**config.mk**
```make
export PLATFORM = sky130hd
export DESIGN_NAME = modem_ctl_stat
export DESIGN_NICKNAME = d
export VERILOG_FILES = /design/src/rtl/modem_pkg.sv /design/src/rtl/mctl_fsm.sv /design/src/rtl/line_select.sv /design/src/rtl/delta_tracker.sv /design/src/rtl/modem_ctl_stat.sv
export SDC_FILE = /design/constraint.sdc
export NUM_CORES = 1
export LEC_CHECK = 0
export BUFFER_PORTS_ARGS = -buffer_cell sky130_fd_sc_hd__buf_2
export CORE_MARGIN = 5
export CORE_UTILIZATION = 42
export DETAILED_ROUTE_END_ITERATION = 8
export GPL_TIMING_DRIVEN = 0
export PLACE_DENSITY_LB_ADDON = 0.1
export SETUP_SLACK_MARGIN = 0.05
export SLEW_MARGIN = 30
export SYNTH_ARGS = -nofsm -noshare
export SYNTH_HDL_FRONTEND = slang
export SYNTH_SLANG_ARGS = --single-unit
export TNS_END_PERCENT = 50
```
**constraint.sdc**
```tcl
create_clock -name clk -period 1.4 [get_ports clk]
set_clock_uncertainty 0.15 [all_clocks]
set_input_delay 0.14 -clock clk [delete_from_list [all_inputs] [get_ports clk]]
set_output_delay 0.14 -clock clk [all_outputs]
set_load 0.01 [all_outputs]
```
**src/rtl/modem_pkg.sv**
```systemverilog
package modem_pkg;
    localparam int CTL_W    = 5;
    localparam int LINE_W   = 4;
    localparam int LOOP_BIT = 4;
    localparam int STAT_W   = 2 * LINE_W;
    localparam logic [STAT_W-1:0] STAT_RST = 8'hB0;
    localparam logic [LINE_W-1:0] CTL_RST  = 4'b1000;

    typedef enum logic {
        MODE_PINS = 1'b0,
        MODE_LOOP = 1'b1
    } mode_e;

    // Status upper nibble, bit 7 down to bit 4
    typedef struct packed {
        logic dcd;
        logic ri;
        logic dsr;
        logic cts;
    } mline_t;

    // Control lines, bit 3 down to bit 0
    typedef struct packed {
        logic out2;
        logic out1;
        logic rts;
        logic dtr;
    } cline_t;
endpackage

```
**src/rtl/mctl_fsm.sv**
```systemverilog
module mctl_fsm
    import modem_pkg::*;
(
    input  logic             clk,
    input  logic             rst_n,
    input  logic             ctl_wr,
    input  logic [CTL_W-1:0] ctl_wdata,
    output mode_e            mode,
    output cline_t           lines
);
    mode_e  state_q, state_d;
    cline_t lines_q;

    // Next-state logic
    always_comb begin
        state_d = state_q;
        unique case (state_q)
            MODE_PINS: if (ctl_wr && ctl_wdata[LOOP_BIT])  state_d = MODE_LOOP;
            MODE_LOOP: if (ctl_wr && !ctl_wdata[LOOP_BIT]) state_d = MODE_PINS;
            default:   state_d = MODE_PINS;
        endcase
    end

    // State register
    always_ff @(posedge clk or negedge rst_n) begin
        if (!rst_n) state_q <= MODE_PINS;
        else        state_q <= state_d;
    end

    // Control line register
    always_ff @(posedge clk or negedge rst_n) begin
        if (!rst_n)      lines_q <= CTL_RST;
        else if (ctl_wr) lines_q <= ctl_wdata[LINE_W-1:0];
    end

    // Outputs
    always_comb begin
        mode  = state_q;
        lines = lines_q;
    end

    // a control write lands in the line register on the next cycle
    p_ctl_keep_r2: assert property (@(posedge clk) disable iff (!rst_n)
        ctl_wr |=> (lines == $past(ctl_wdata[LINE_W-1:0])));
    // mode only changes through a control write
    p_mode_hold_r8: assert property (@(posedge clk) disable iff (!rst_n)
        !ctl_wr |=> $stable(mode));
endmodule

```
**src/rtl/line_select.sv**
```systemverilog
module line_select
    import modem_pkg::*;
(
    input  mode_e  mode,
    input  cline_t lines,
    input  mline_t pins,
    output mline_t cur
);
    always_comb begin
        unique case (mode)
            MODE_PINS: cur = pins;
            MODE_LOOP: begin
                cur.dcd = lines.out2;
                cur.ri  = lines.out1;
                cur.dsr = lines.dtr;
                cur.cts = lines.rts;
            end
            default:   cur = pins;
        endcase
    end
endmodule

```
**src/rtl/delta_tracker.sv**
```systemverilog
module delta_tracker
    import modem_pkg::*;
(
    input  logic              clk,
    input  logic              rst_n,
    input  mline_t            cur,
    input  logic              rd_clr,
    output logic [STAT_W-1:0] stat
);
    logic [STAT_W-1:0] st_q, st_d;
    logic [LINE_W-1:0] diff, dset, kept;

    always_comb begin
        diff = st_q[STAT_W-1:LINE_W] ^ cur;
        // bit 2 records only a ring fall: old ring 1, new ring 0
        dset = {diff[3], diff[2] & st_q[6], diff[1], diff[0]};
        kept = rd_clr ? '0 : st_q[LINE_W-1:0];
        st_d = {cur, kept | dset};
    end

    always_ff @(posedge clk or negedge rst_n) begin
        if (!rst_n) st_q <= STAT_RST;
        else        st_q <= st_d;
    end

    assign stat = st_q;

    // upper nibble is the previous cycle's selected lines
    p_upper_follows_r3: assert property (@(posedge clk) disable iff (!rst_n)
        1'b1 |=> (st_q[STAT_W-1:LINE_W] == $past(cur)));
    // trailing-ring flag rises only with a 1->0 ring step
    p_teri_fall_only_r5: assert property (@(posedge clk) disable iff (!rst_n)
        $rose(st_q[2]) |-> ($past(st_q[6]) && !st_q[6]));
    // a read with no line change leaves every flag clear
    p_read_clear_r6: assert property (@(posedge clk) disable iff (!rst_n)
        (rd_clr && (cur == st_q[STAT_W-1:LINE_W])) |=> (st_q[LINE_W-1:0] == '0));
    // without a read, set flags stay set
    p_sticky_r4: assert property (@(posedge clk) disable iff (!rst_n)
        !rd_clr |=> ((st_q[LINE_W-1:0] & $past(st_q[LINE_W-1:0])) == $past(st_q[LINE_W-1:0])));
endmodule

```
**src/rtl/modem_ctl_stat.sv**
```systemverilog
module modem_ctl_stat
    import modem_pkg::*;
#(
    parameter int DATA_W = 8
) (
    input  logic              clk,
    input  logic              rst_n,
    input  logic              wr_en_i,
    input  logic              rd_en_i,
    input  logic              addr_i,
    input  logic [DATA_W-1:0] wdata_i,
    output logic [DATA_W-1:0] rdata_o,
    input  logic              msi_en_i,
    input  logic              dcd_i,
    input  logic              ri_i,
    input  logic              dsr_i,
    input  logic              cts_i,
    output logic              dtr_o,
    output logic              rts_o,
    output logic              out1_o,
    output logic              out2_o,
    output logic              irq_o
);
    localparam logic A_CTL  = 1'b0;
    localparam logic A_STAT = 1'b1;

    logic              ctl_wr, stat_rd;
    mode_e             mode;
    cline_t            lines;
    mline_t            pins, cur;
    logic [STAT_W-1:0] stat;
    logic [CTL_W-1:0]  ctl_rd;
    logic              unused_hi;

    assign ctl_wr    = wr_en_i && (addr_i == A_CTL);
    assign stat_rd   = rd_en_i && (addr_i == A_STAT);
    assign unused_hi = ^wdata_i[DATA_W-1:CTL_W];

    assign pins.dcd = dcd_i;
    assign pins.ri  = ri_i;
    assign pins.dsr = dsr_i;
    assign pins.cts = cts_i;

    mctl_fsm u_fsm (
        .clk       (clk),
        .rst_n     (rst_n),
        .ctl_wr    (ctl_wr),
        .ctl_wdata (wdata_i[CTL_W-1:0]),
        .mode      (mode),
        .lines     (lines)
    );

    line_select u_sel (
        .mode  (mode),
        .lines (lines),
        .pins  (pins),
        .cur   (cur)
    );

    delta_tracker u_dt (
        .clk    (clk),
        .rst_n  (rst_n),
        .cur    (cur),
        .rd_clr (stat_rd),
        .stat   (stat)
    );

    assign ctl_rd = {logic'(mode), lines};

    always_comb begin
        if (addr_i == A_STAT) rdata_o = DATA_W'(stat);
        else                  rdata_o = DATA_W'(ctl_rd);
    end

    assign dtr_o  = lines.dtr;
    assign rts_o  = lines.rts;
    assign out1_o = lines.out1;
    assign out2_o = lines.out2;
    assign irq_o  = msi_en_i && (|stat[LINE_W-1:0]);

    // a clearing read with no new change drops the request
    p_irq_drop_r9: assert property (@(posedge clk) disable iff (!rst_n)
        (stat_rd && (cur == stat[STAT_W-1:LINE_W])) |=> !irq_o);
    // in loopback the status nibble mirrors the control lines
    p_loop_map_r8: assert property (@(posedge clk) disable iff (!rst_n)
        (mode == MODE_LOOP) |=> (stat[STAT_W-1:LINE_W] ==
            {$past(lines.out2), $past(lines.out1), $past(lines.dtr), $past(lines.rts)}));
    // control outputs mirror the stored lines
    p_out_map_r1: assert property (@(posedge clk) disable iff (!rst_n)
        ctl_wr |=> (out2_o == $past(wdata_i[3]) && dtr_o == $past(wdata_i[0])));
endmodule

```
==> key figures <==
Critical path
  – Crit path arrival time: 1220 ps
  – R2r endpoint: u_dt.stat[1]
  – R2R depth: 4
  – Critical path's top delay family: flip-flops
  – Worst Setup End Kind: output pin
  – Worst-path maximum fanout: 2
  – Crit path capture: irq_o
  – Crit-path cells: o41a_1, buf_2
  – Crit path depth: 2
  – Critical path buffer and inverter count: 1
  – Crit. Startpoint: u_dt.stat[0]
  – Worst Setup Path Type: reg2out
  – R2R Setup Slk: 40 ps
  – Critical-path top delay cell: dfrtp_1
  – CP required: 1110 ps
  – Startpoint Class: flop
  – Peak per-stage delay on the critical path: 400 ps

CTS
  – Clk slew on worst S/H paths: 80 ps
  – Worst-case clock buffer depth: 2
  – Worst skew pair latency: 270 ps
  – Total CTS buffers: 3
  – Root buffer cell: clkbuf_4
  – CTS H-tree lvls: 1
  – Num Clock Sinks: 13
  – CTS tree: done

Finish
  – Area Growth Syn to Fin: 67.9%
  – Layout Cell Area excl Fill: 1010 um^2
  – Layout Nets: 110
  – Layout cells sized above 1: 0.648
  – Antenna Cells: 0
  – Final cell count without fillers: 106

Power and ir drop
  – Leak Pwr: 0.000505 uW
  – IR drop worst, VDD: 0.768 mV
  – Pwr Density: 1200 nW/um^2

STA
  – Final hold viol count: 0
  – Final worst slack: -106 ps
  – RSZ-0062 raised after global routing: true
  – Setup-failing EPs final: 3
  – Max frequency: 664 MHz
  – Final Max Slew Viols: 0
  – Slew @ Worst Pin: 281 ps
  – Tcrit/Tclk final: 1.08
  – Period minus WS final: 1510 ps
  – Worst slew margin: 0.813

Synth
  – Post-synthesis sequential area ratio: 0.547
  – Ys Warns: 0
  – Syn Inst Count: 46
  – Synthesized cell area: 604 um^2
  – Post-synth top area share: 0.373
  – Most used DFF post-synth: dfrtp_1
  – Largest area contributor in the netlist: dfrtp_1
  – #FFs+latches synth: 13
  – Async SR Flop Fraction: 1.00
  – Number of synthesized flops with an enable pin: 0
  – Synthesized area per cell: 13.1 um^2
  – Dominant cells by area after synthesis: dfrtp_1 37%, mux2_2 26%, dfstp_2 17%, nand2_1 5.0%, xnor2_1 4.3%
  – Syn_nets: 64
  – Most numerous cell in the Yosys netlist: mux2_2
  – Post-synth cell types: 11
  – Synth top cells by count: 14 x mux2_2, 9 x dfrtp_1, 8 x nand2_1

Routing
  – # DRC: 0
  – Via count: 515
  – Number of DRC markers in iteration 0: 2
  – Pre-antenna DRT Iters: 2
  – Routed WL per cell: 14.1 um
  – Final ANT Viol Nets: 0
  – Via/cell ratio: 4.86
  – WL final: 1500 um

Placement
  – PortBufs: 26
  – Placed insts: 87
  – Global placer's final weighted congestion: 0.716
  – Hpwl dp: 953 um
  – Post-Place Cell Area: 753 um^2

Outcome
  – Failing checks: setup timing
  – Result of the run: finished, violations left

Floorplan
  – Die area: 2300 um^2
  – Core Rows: 13
  – Core area: 1330 um^2
  – Initial Util: 0.453
  – # IOs: 31
  – Die X: 47.9 um
  – Die Y: 47.9 um

Global route
  – Global-route wire length before repair: 2190 um
  – Largest net degree at the start of global routing: 14
  – Initial antenna violation count: 0
  – GRT overflow: 0
  – GRT Total Usage: 0.145
  – Vias in the first global route: 527

Run
  – Max Cap Viol: 0

Min path
  – Hold Crit Depth: 4
  – Path type of the worst min-delay path: in2reg
[routing by layer]
layer / global-route usage / part of all wire / up-vias
li1: - / - / 248
met1: 0.138 / 0.40 / 248
met2: 0.285 / 0.54 / 19
met3: 0.0564 / 0.061 / 0
met4: 0.0323 / 0 / 0
met5: 0 / 0 / -
[area by class of cell]
cell class / instances / area (um^2)
tap: 15 / 18.8
buffer: 1 / 7.51
timing repair buffer: 41 / 309
multi-input combinational: 31 / 318
clock buffer: 4 / 26.3
fill: 86 / 319
inverter: 1 / 3.75
sequential: 13 / 332
[kinds of logic (layout without fill, tap and decap cells)]
family,after synthesis,in the layout,share of synthesized area
DFF,13,13,0.547
muxes,14,14,0.261
and+or+nand+nor,12,12,0.104
AOI/OAI and AO/OA,2,2,0.0269
buffers and inverters,2,47,0.0186
xor gates and xnor gates,3,3,0.0435
[metrics by stage]
| stage | util | setup slack (ps) | hold slack, ps | power (uW) | TNS (ps) |
|---|---|---|---|---|---|
| 4_1_cts | 0.723 | -104 | 46.4 | 1170 | -259 |
| 3_3_place_gp | 0.565 | 75.3 | -113 | 800 | 0 |
| 2_1_floorplan | - | 186 | -306 | 692 | 0 |
| 5_1_grt | 0.761 | -145 | 94.9 | 1290 | -397 |
| 6_report | 0.761 | -106 | 59.3 | 1220 | -234 |
| 3_5_place_dp | 0.565 | 70.3 | -113 | 806 | 0 |
[worst min-delay path by stage]
stage | from | slack (ps) | endpoint
finish | rd_en_i | 60 | u_dt.stat[1]
global route | rd_en_i | 90 | u_dt.stat[1]
CTS | rd_en_i | 50 | u_dt.stat[0]
detailed placement | rst_n | -110 | u_dt.stat[6]
global placement | rst_n | -110 | u_fsm.lines[2]
floorplan | rst_n | -310 | async pin
[power breakdown]
| group | leakage (uW) | total (uW) | internal, uW | switching [uW] |
|---|---|---|---|---|
| combinational | 0.000349 | 470 | 300 | 169 |
| sequential | 0.000141 | 522 | 462 | 59.4 |
| clock | 0.0000150 | 228 | 110 | 118 |
[registers in the layout (all words and copies together), names as in the netlist, named ones only]
name	cells
u_dt.stat	8
u_fsm.lines	4
[layout by cell type (no fill, tap or decap), drive strengths merged]
cell type | Yosys | final
buf | 1 | 32
dfstp | 4 | 4
xnor2 | 3 | 3
inv | 1 | 1
o41a | 1 | 1
dlygate4sd3 | 0 | 10
nand2 | 8 | 8
o21ai | 1 | 1
clkbuf | 0 | 4
dfrtp | 9 | 9
mux2 | 14 | 14
and2 | 3 | 3
nor2b | 1 | 1
[repair_timing]
item                                    CTS  global route
setup buffers                             5             0
pin swaps                                 1             1
endpoints found under the setup margin    7            11
endpoints found under the hold margin    22             0
hold buffers                             10             0
gates resized for setup                  10            10
[worst register-to-register path, delay by kind of cell (launching register included)]
kind | cells | cell delay [ps]
xor gates and xnor gates | 1 | 150
and+or+nand+nor | 1 | 60
buffers and inverters | 1 | 160
DFF | 1 | 420
muxes | 1 | 320
(Power assumes the default switching activity.)
